$ cat config.mk
export PLATFORM = sky130hd
export DESIGN_NAME = mport_steer
export DESIGN_NICKNAME = d
export VERILOG_FILES = /design/src/rtl/mport_pkg.sv /design/src/rtl/mport_hold.sv /design/src/rtl/mport_pick.sv /design/src/rtl/mport_steer.sv
export SDC_FILE = /design/constraint.sdc
export NUM_CORES = 1
export LEC_CHECK = 0
export CORE_ASPECT_RATIO = 1.25
export CORE_MARGIN = 2
export CORE_UTILIZATION = 43
export CTS_BUF_LIST = sky130_fd_sc_hd__clkbuf_4
export CTS_CLUSTER_DIAMETER = 200
export DETAILED_ROUTE_END_ITERATION = 12
export PLACE_DENSITY = 0.84
export SYNTH_ARGS = -nofsm -noshare
export SYNTH_HDL_FRONTEND = slang
export SYNTH_SLANG_ARGS = --single-unit
$ cat constraint.sdc
create_clock -name clk_i -period 3.85 [get_ports clk_i]
set_input_delay 0.9625 -clock clk_i [delete_from_list [all_inputs] [get_ports clk_i]]
set_output_delay 0.9625 -clock clk_i [all_outputs]
set_load 0.01 [all_outputs]
$ cat src/rtl/mport_pkg.sv
package mport_pkg;
  typedef enum logic [1:0] {
    K_LD  = 2'd0,
    K_STA = 2'd1,
    K_STD = 2'd2,
    K_RSV = 2'd3
  } uop_kind_e;

  localparam int NPORT = 4;
  localparam int P_LA  = 0;
  localparam int P_LB  = 1;
  localparam int P_SA  = 2;
  localparam int P_SD  = 3;
endpackage

$ cat src/rtl/mport_hold.sv
module mport_hold #(
  parameter int EXTRA = 1
) (
  input  logic clk_i,
  input  logic rst_ni,
  input  logic occupy_i,
  output logic hold_o
);
  localparam int CW = (EXTRA < 2) ? 1 : $clog2(EXTRA + 1);

  logic [CW-1:0] cnt_q;

  always_ff @(posedge clk_i or negedge rst_ni) begin
    if (!rst_ni)               cnt_q <= '0;
    else if (occupy_i)         cnt_q <= CW'(EXTRA);
    else if (cnt_q != '0)      cnt_q <= cnt_q - 1'b1;
  end

  assign hold_o = (cnt_q != '0);
endmodule

$ cat src/rtl/mport_pick.sv
module mport_pick
  import mport_pkg::*;
#(
  parameter int N_IN  = 4,
  parameter int IDX_W = 2
) (
  input  logic [N_IN-1:0]             vld_i,
  input  logic [N_IN-1:0][1:0]        kind_i,
  input  logic [N_IN-1:0]             idx_i,
  input  logic [NPORT-1:0]            hold_i,
  output logic [NPORT-1:0]            used_o,
  output logic [NPORT-1:0][IDX_W-1:0] src_o,
  output logic [N_IN-1:0]             won_o
);
  // lower input index = older = served first
  always_comb begin
    used_o = '0;
    src_o  = '0;
    won_o  = '0;
    for (int i = 0; i < N_IN; i++) begin
      if (vld_i[i]) begin
        case (uop_kind_e'(kind_i[i]))
          K_LD: begin
            if (!used_o[P_LA] && !hold_i[P_LA]) begin
              used_o[P_LA] = 1'b1; src_o[P_LA] = IDX_W'(i); won_o[i] = 1'b1;
            end else if (!used_o[P_LB] && !hold_i[P_LB]) begin
              used_o[P_LB] = 1'b1; src_o[P_LB] = IDX_W'(i); won_o[i] = 1'b1;
            end
          end
          K_STD: begin
            if (!used_o[P_SD] && !hold_i[P_SD]) begin
              used_o[P_SD] = 1'b1; src_o[P_SD] = IDX_W'(i); won_o[i] = 1'b1;
            end
          end
          K_STA: begin
            // held load ports keep a free address generator
            if (!idx_i[i] && !used_o[P_SA] && !hold_i[P_SA]) begin
              used_o[P_SA] = 1'b1; src_o[P_SA] = IDX_W'(i); won_o[i] = 1'b1;
            end else if (!used_o[P_LA]) begin
              used_o[P_LA] = 1'b1; src_o[P_LA] = IDX_W'(i); won_o[i] = 1'b1;
            end else if (!used_o[P_LB]) begin
              used_o[P_LB] = 1'b1; src_o[P_LB] = IDX_W'(i); won_o[i] = 1'b1;
            end
          end
          default: ;
        endcase
      end
    end
  end
endmodule

$ cat src/rtl/mport_steer.sv
module mport_steer
  import mport_pkg::*;
#(
  parameter int N_IN      = 4,
  parameter int TAG_W     = 6,
  parameter int WIDE_XTRA = 1
) (
  input  logic                         clk_i,
  input  logic                         rst_ni,
  input  logic [N_IN-1:0]              in_vld_i,
  input  logic [N_IN-1:0][1:0]         in_kind_i,
  input  logic [N_IN-1:0]              in_idx_i,
  input  logic [N_IN-1:0]              in_wide_i,
  input  logic [N_IN-1:0][TAG_W-1:0]   in_tag_i,
  output logic [N_IN-1:0]              stall_o,
  output logic [3:0]                   port_vld_o,
  output logic [3:0][1:0]              port_kind_o,
  output logic [3:0]                   port_idx_o,
  output logic [3:0]                   port_wide_o,
  output logic [3:0][TAG_W-1:0]        port_tag_o
);
  localparam int IDX_W = (N_IN < 2) ? 1 : $clog2(N_IN);

  logic [NPORT-1:0]            hold;
  logic [NPORT-1:0]            used;
  logic [NPORT-1:0][IDX_W-1:0] src;
  logic [N_IN-1:0]             won;

  mport_pick #(.N_IN(N_IN), .IDX_W(IDX_W)) u_pick (
    .vld_i  (in_vld_i),
    .kind_i (in_kind_i),
    .idx_i  (in_idx_i),
    .hold_i (hold),
    .used_o (used),
    .src_o  (src),
    .won_o  (won)
  );

  assign stall_o = in_vld_i & ~won;

  for (genvar p = 0; p < NPORT; p++) begin : g_port
    assign port_vld_o[p]  = used[p];
    assign port_kind_o[p] = used[p] ? in_kind_i[src[p]] : 2'd0;
    assign port_idx_o[p]  = used[p] & in_idx_i[src[p]];
    assign port_wide_o[p] = used[p] & in_wide_i[src[p]];
    assign port_tag_o[p]  = used[p] ? in_tag_i[src[p]] : '0;

    if (p == P_SA) begin : g_nohold
      assign hold[p] = 1'b0;
    end else begin : g_hold
      logic occupy;
      // address-only ops never extend a port
      assign occupy = used[p] & in_wide_i[src[p]] &
                      (in_kind_i[src[p]] != 2'(K_STA));
      mport_hold #(.EXTRA(WIDE_XTRA)) u_hold (
        .clk_i    (clk_i),
        .rst_ni   (rst_ni),
        .occupy_i (occupy),
        .hold_o   (hold[p])
      );
    end
  end
endmodule

==> results.cfg, run 1 <==
[status]
status = did not finish
lastStage = 5_1_grt
tool.error = [ERROR DPL-0038] Utilization greater than 100%, impossible to legalize

[synth]
synth_top_cell_area_share = 0.159
async_flop_share = 1.00
ys.flop_type = dfrtp_1
yosys.area.top_type = mux4_2
yosys.cell_types.count = 64
synth_edf_count = 0
synth_cells = 251
synth_seq_cells = 3
ys_seq_area_frac = 0.0379
netlist_top_cells_area = mux4_2 16%, mux2i_1 5.1%, and2_1 4.7%, nand2_1 4.2%, a21oi_1 4.0%
syn_area_mm2 = 0.00198
ys_warn_count = 0
avgSynthCellArea_um2 = 7.89

[placed_design]
dp_slack_ns = -1.14
gp_congestion = 0.892
detailed_place_hpwl_mm = 6.86
io_buffer_count = 88

[cts]
clock_path_buffers = 2
ctsHoldBuffers = 0
numCtsBuffers = 3
cts_sinks = 3
ctsHtreeMaxLevel = 1
root_buffer = clkbuf_4

[floorplanning]
start_util = 0.448
fp-row-count = 27
die_x_um = 64.7
dieHeight_um = 79.9
ioPinCount = 94

[sta]
worstEpCategory = primary output
worst_endpoint = port_kind_o[0]

[grt]
grt_start_max_net_pins = 11
[cells by family after synthesis]
| group | Yosys count | synth area share |
|---|---|---|
| buffers and inverters | 28 | 0.0714 |
| flip-flops | 3 | 0.0379 |
| AND/OR/NAND/NOR | 104 | 0.306 |
| multiplexers | 26 | 0.221 |
| other | 1 | 0.00189 |
| AO/OA/AOI/OAI | 89 | 0.361 |
[synth_stat cells (3+ instances only)]
master / n
nor2b_1: 8
nor3b_1: 3
nor2_1: 17
o21a_1: 9
a21o_1: 5
nand2b_1: 9
a22o_1: 7
dfrtp_1: 3
mux2i_1: 10
buf_2: 5
and2_1: 15
a222oi_1: 7
o21ai_0: 6
nand2_1: 22
nand3b_1: 4
buf_4: 6
nor3_1: 3
o22ai_1: 4
clkbuf_1: 6
mux4_2: 14
nand3_1: 11
a21oi_1: 16
o21ai_2: 3
inv_1: 10
[what timing repair did]
action	4_1_cts
setup endpoints to repair	42
buffers inserted	47
pin swaps	38
resized for setup	280
[through the flow]
| step | cell area, um2 | hold slack, ns | util | cells | setup TNS (ns) |
|---|---|---|---|---|---|
| 2_1_floorplan | 2000 | 0.667 | - | 255 | 0 |
| 4_1_cts | 4210 | 0.912 | 0.952 | 511 | -1.53 |
| 3_5_place_dp | 3490 | 1.10 | 0.788 | 462 | -31.86 |
| 3_3_place_gp | 3490 | 1.13 | 0.788 | 462 | -28.39 |
==> inputs of run 2 (changes only) <==
==> config.mk (replaced) <==
export PLATFORM = sky130hd
export DESIGN_NAME = mport_steer
export DESIGN_NICKNAME = d
export VERILOG_FILES = /design/src/rtl/mport_pkg.sv /design/src/rtl/mport_hold.sv /design/src/rtl/mport_pick.sv /design/src/rtl/mport_steer.sv
export SDC_FILE = /design/constraint.sdc
export NUM_CORES = 1
export LEC_CHECK = 0
export CORE_MARGIN = 2
export CORE_UTILIZATION = 37
export DETAILED_ROUTE_END_ITERATION = 12
export PLACE_DENSITY_LB_ADDON = 0.15
export SYNTH_ARGS = -nofsm -noshare
export SYNTH_HDL_FRONTEND = slang
export SYNTH_SLANG_ARGS = --single-unit
==> run 2 against run 1 <==
The flow now finishes, with violations (setup timing). Synthesized cell count did not move. Area after synthesis unchanged.
==> results.cfg, run 2 <==
[synth]
synth_seq_cells = 3
ys.flop_type = dfrtp_1
synthMuxAreaShare = 0.221
synthAdderAreaFrac = 0
synthSimpleGateAreaFrac = 0.306
netlist_top_cells_area = mux4_2 16%, mux2i_1 5.1%, and2_1 4.7%, nand2_1 4.2%, a21oi_1 4.0%
avgSynthCellArea_um2 = 7.89
synth_cells = 251
yosysMostFrequentCell = nand2_1
async_flop_share = 1.00
synth_top_cell_area_share = 0.159
synth_compound_area_frac = 0.361
ys_warn_count = 0
ys_seq_area_frac = 0.0379
synth.top_cells.by_count = 22 x nand2_1, 17 x nor2_1, 16 x a21oi_1
syn_area_mm2 = 0.00198
synth_top_family_by_area = compound AO/OA/AOI/OAI gates
yosys.area.top_type = mux4_2
synth_xor_area_frac = 0
yosys.cell_types.count = 64
synth_edf_count = 0

[sta]
maxSlewViolCount = 0
fin_skew_ns = 0.00174
fin_crit_sh = 1.18
fmax_mhz = 220
rsz0062_at_grt = true
tns_ns = -4.89
min_period_ns = 4.55
tightest_slew_ns = 0.791
worst_slack_ns = -0.696
finalHoldViolations = 0
slew_headroom = 0.473
setup_viol = 21

[cts]
cts_tree = done
ctsHtreeMaxLevel = 1
clock_path_buffers = 2
clk_latency_ns = 0.21
ctsHoldBuffers = 0
cts_sinks = 3
numCtsBuffers = 3
root_buffer = clkbuf_8
cts.clk_slew.worst_paths_ns = 0.03

[run]
maxCapViolCount = 0

[final_layout]
layout_common_cells = 95 x buf_4, 38 x buf_6, 34 x clkdlybuf4s50_1, 31 x buf_2, 19 x nand2_1
n_antenna_cell = 0
final_common_cell = buf_4
final_layout_size_suffix_gt1_frac = 0.597
final_cells = 532
final_nets = 509
largest_reg_flops = 3
fill_cells = 286
final_area_mm2 = 0.00438
area_delta_synth_final_pct = 121
seqCellArea_um2 = 75.1
multi_input_area_mm2 = 0.00222

[placed_design]
io_buffer_count = 88
detailed_place_hpwl_mm = 6.92
dpl_cell_area_mm2 = 0.00358
gp_congestion = 0.967
dpl.cell_count = 484

[critical_path]
critPathCaptureType = primary output
critPathLaunchType = primary input
crit_type = in -> out
crit_fanout = 6
crit_required_ns = 2.89
critPathArrivalTime_ns = 3.58

[grt]
grt_first_pass_wirelength_mm = 16.8
grt_pass1_vias = 3274
antenna_found_initial = 0
grt-ovfl-total = 0
track_usage = 0.352
grt_start_max_net_pins = 11

[floorplanning]
fp-row-count = 26
die_x_um = 77.2
start_util = 0.385
ioPinCount = 94
core_area_mm2 = 0.00514
die_area_mm2 = 0.00595
dieHeight_um = 77.2

[route]
vias = 3513
routed_wl_mm = 12.9
wl_per_cell_um = 24.3
dr.pass1.iters = 6
via_per_inst = 6.60
drt_iter0_markers = 550
ant_nets = 0
drc = 0

[status]
status = finished, violations left
violations = setup timing

[power_and_ir_drop]
p_per_area_mw_per_mm2 = 191
peakVddDrop_v = 0.000330
p_leak_nw = 2.05

[hold_path]
hold_path.class = in -> async
-- run 2: cells by family (layout without fill, tap and decap cells) --
logic type,after synthesis,count (layout)
AOI/OAI and AO/OA,89,89
buffers and inverters,28,235
DFF,3,3
muxes,26,26
other,1,5
and+or+nand+nor,104,104
-- run 2: power breakdown --
part           internal [mW]  total, mW  leakage [nW]  switching, mW
Combinational          0.361      0.700          1.98          0.339
Clock                 0.0704     0.0892        0.0228         0.0188
Sequential            0.0353     0.0487        0.0401         0.0134
-- run 2: worst paths after layout --
kind / startpoint / to / slack, ns / depth (start not counted)
min reg2reg: g_port[1].g_hold.u_hold.hold_o$_DFF_PN0_ / g_port[1].g_hold.u_hold.hold_o$_DFF_PN0_ / 1.17 / 5
max in group asynchronous: rst_ni / g_port[0].g_hold.u_hold.hold_o$_DFF_PN0_ / 2.78 / 1
max reg2reg: g_port[0].g_hold.u_hold.hold_o$_DFF_PN0_ / g_port[1].g_hold.u_hold.hold_o$_DFF_PN0_ / 1.11 / 9
min: rst_ni / g_port[1].g_hold.u_hold.hold_o$_DFF_PN0_ / 0.93 / 1
max: in_idx_i[0] / port_tag_o[11] / -0.70 / 12
min in group clk_i: g_port[1].g_hold.u_hold.hold_o$_DFF_PN0_ / g_port[1].g_hold.u_hold.hold_o$_DFF_PN0_ / 1.17 / 5
-- run 2: metal layers --
layer | GRT usage | part of all wire | routed length (um)
met1 | 0.418 | 0.33 | 4260
met5 | 0 | 0 | 0
met2 | 0.625 | 0.47 | 6040
met4 | 0.164 | 0.090 | 1160
met3 | 0.0447 | 0.11 | 1450
-- run 2: cell type report --
cell class              instances  share of cell area
inverters                      10             0.00971
well taps                      70              0.0200
flip-flops and latches          3              0.0171
clock buffers                   4              0.0103
repair buffers                221               0.436
multi-input cells             224               0.507
-- run 2: repair_timing --
| item | in CTS | in global routing |
|---|---|---|
| endpoints found under the setup margin | 42 | 36 |
| pin swaps | 43 | 30 |
| cloned | 1 | 0 |
| buffers inserted | 34 | 9 |
| gates resized for setup | 255 | 67 |
-- run 2: stage by stage --
step,setup slack [ns],total power [mW],hold WS (ns),util
3_3_place_gp,-1.01,0.593,1.15,0.696
2_1_floorplan,0.137,0.292,0.667,-
3_5_place_dp,-1.06,0.600,1.15,0.696
5_1_grt,-0.696,0.873,0.937,0.852
4_1_cts,-0.175,0.742,0.932,0.804
6_report,-0.696,0.838,0.932,0.852
-- run 2: worst max-delay path, stage by stage --
cell      delay, ns
buf_6          0.10
buf_4          0.16
nand2b_4       0.16
buf_4          0.14
a21oi_2        0.36
o32ai_4        0.20
a31oi_4        0.30
nor2_4         0.08
buf_6          0.14
a222oi_1       0.67
nand2_1        0.13
buf_2          0.18
Power figures use the tool's default switching activity.
==> inputs of run 3 (changes only) <==
--- a/config.mk
+++ b/config.mk
@@ -8,6 +8,7 @@
 export CORE_MARGIN = 2
 export CORE_UTILIZATION = 37
 export DETAILED_ROUTE_END_ITERATION = 12
+export GPL_TIMING_DRIVEN = 0
 export PLACE_DENSITY_LB_ADDON = 0.15
 export SYNTH_ARGS = -nofsm -noshare
 export SYNTH_HDL_FRONTEND = slang
==> run 3 against run 2 <==
The flow still finishes with violations (setup timing). Total power is 13% lower. Wire length is 29% lower. Final area down 11%. First-iteration DRC count decreased by 38%. Critical path type unchanged.
==> results.cfg, run 3 (same netlist as run 2, synthesis figures left out) <==
[cts]
numCtsBuffers = 3
cts.clk_slew.worst_paths_ns = 0.03
cts_tree = done
clock_path_buffers = 2
root_buffer = clkbuf_8
cts_sinks = 3
clk_latency_ns = 0.22
ctsHtreeMaxLevel = 1
ctsHoldBuffers = 0

[final_layout]
largest_reg_flops = 3
area_delta_synth_final_pct = 96.2
n_antenna_cell = 0
final_nets = 465
final_common_cell = buf_4
final_layout_size_suffix_gt1_frac = 0.464
final_cells = 488
layout_common_cells = 65 x buf_4, 36 x clkdlybuf4s50_1, 21 x nand2_1, 20 x buf_6, 18 x buf_2
fill_cells = 378

[critical_path]
critPathLaunchType = primary input
crit_fanout = 6
critPathArrivalTime_ns = 3.22
crit_type = in -> out
crit_start = in_vld_i[2]
reg2reg_to = g_port[0].g_hold.u_hold.hold_o$_DFF_PN0_
crit_required_ns = 2.89
r2r-start = g_port[0].g_hold.u_hold.hold_o$_DFF_PN0_
reg2reg_slack_ns = 1.38
r2r_cells = 10
critPathCaptureType = primary output

[grt]
antenna_found_initial = 0
grt_pass1_vias = 2809
track_usage = 0.287
grt-ovfl-total = 0
grt_first_pass_wirelength_mm = 13.9
grt_start_max_net_pins = 11

[sta]
finalHoldViolations = 0
min_period_ns = 4.18
slew_headroom = 0.567
maxSlewViolCount = 0
tightest_slew_ns = 0.647
fmax_mhz = 239
fin_crit_sh = 1.09
fin_skew_ns = 0.00184
rsz0062_at_grt = true
worst_slack_ns = -0.330
setup_viol = 20

[placed_design]
io_buffer_count = 88
gp_congestion = 0.867
detailed_place_hpwl_mm = 5.63
dp_slack_ns = -1.43
dpl.cell_count = 413

[floorplanning]
dieHeight_um = 77.2
die_x_um = 77.2
fp-row-count = 26
ioPinCount = 94
start_util = 0.385
die_area_mm2 = 0.00595
core_area_mm2 = 0.00514

[run]
maxCapViolCount = 0

[route]
vias = 2961
wl_per_cell_um = 18.8
drc = 0
drt_iter0_markers = 339
via_per_inst = 6.07
dr.pass1.iters = 5
routed_wl_mm = 9.20
ant_nets = 0

[power_and_ir_drop]
p_leak_nw = 1.78
p_per_area_mw_per_mm2 = 187
peakVddDrop_v = 0.000194

[status]
violations = setup timing
status = finished, violations left

[hold_path]
hold_path.class = in -> async
## run 3: cell types whose count changed in the layout (fill, tap and decap cells not counted), sizes merged
cell           change
buf               -63
clkdlybuf4s15     +13
dlygate4sd2        +4
clkbuf             -2
clkdlybuf4s50      +2
dlymetal6s2s       +1
o21ai              +1
## run 3: worst max-delay path by stage
stage                endpoint  slack (ns)  cells after the start
2_1_floorplan  port_wide_o[1]        0.14                      8
3_3_place_gp   port_wide_o[1]       -1.44                      9
3_5_place_dp   port_wide_o[1]       -1.43                      9
4_1_cts        port_tag_o[10]       -0.17                     13
5_1_grt        port_kind_o[0]       -0.37                     14
6_report        port_tag_o[0]       -0.33                     11
## run 3: what timing repair did
| item | 4_1_cts | 5_1_grt |
|---|---|---|
| endpoints found under the setup margin | 40 | 31 |
| pin swaps | 39 | 21 |
| resized for setup | 239 | 17 |
| gates cloned | 1 | 0 |
| setup buffers | 59 | 14 |
## run 3: area by class of cell
class                      instances  area, um2  area share
buffer                            15        116      0.0299
sequential                         3       75.1      0.0193
multi-input combinational        225       2050       0.529
tap                               70       87.6      0.0225
clock buffer                       4       45.0      0.0116
timing repair buffer             161       1470       0.378
inverter                          10       37.5     0.00966
## run 3: routing by layer
| metal | vias up | GRT usage | wire, um | part of all wire |
|---|---|---|---|---|
| met2 | 195 | 0.478 | 4470 | 0.49 |
| met1 | 1415 | 0.383 | 3640 | 0.40 |
| met4 | 0 | 0.111 | 313 | 0.034 |
| met5 | - | 0 | 0 | 0 |
| met3 | 34 | 0.0259 | 771 | 0.084 |
| li1 | 1317 | - | - | - |
## run 3: critical path, stage by stage
cell             delay, ns
clkdlybuf4s15_2       0.21
and4bb_2              0.28
o41ai_4               0.46
nand2_1               0.20
a21oi_4               0.22
buf_6                 0.17
buf_12                0.11
mux2i_2               0.20
nor2_1                0.07
o21a_1                0.20
buf_6                 0.13
## run 3: through the flow
| step | power, mW | hold slack (ns) | instance area [um2] | utilization | setup TNS, ns |
|---|---|---|---|---|---|
| global placement | 0.505 | 1.15 | 2960 | 0.577 | -41.59 |
| global route | 0.767 | 0.931 | 3890 | 0.756 | -5.39 |
| detailed placement | 0.506 | 1.16 | 2960 | 0.577 | -41.77 |
| CTS | 0.679 | 0.935 | 3710 | 0.722 | -1.63 |
| floorplan | 0.292 | 0.667 | 2000 | - | 0 |
| finish | 0.727 | 0.934 | 3890 | 0.756 | -3.49 |
## run 3: report_power, final
part	internal [mW]	total, mW	leakage [nW]	switching (mW)
Combinational	0.314	0.594	1.72	0.280
Clock	0.0707	0.0922	0.0228	0.0216
Sequential	0.0354	0.0413	0.0401	0.00594
Total	0.420	0.727	1.78	0.307
==> inputs of run 4 (changes only) <==
--- a/config.mk
+++ b/config.mk
@@ -8,7 +8,6 @@
 export CORE_MARGIN = 2
 export CORE_UTILIZATION = 37
 export DETAILED_ROUTE_END_ITERATION = 12
-export GPL_TIMING_DRIVEN = 0
 export PLACE_DENSITY_LB_ADDON = 0.15
 export SYNTH_ARGS = -nofsm -noshare
 export SYNTH_HDL_FRONTEND = slang
==> results of run 4 <==
The final DEF is identical to that of run 2; final timing and power are the same.
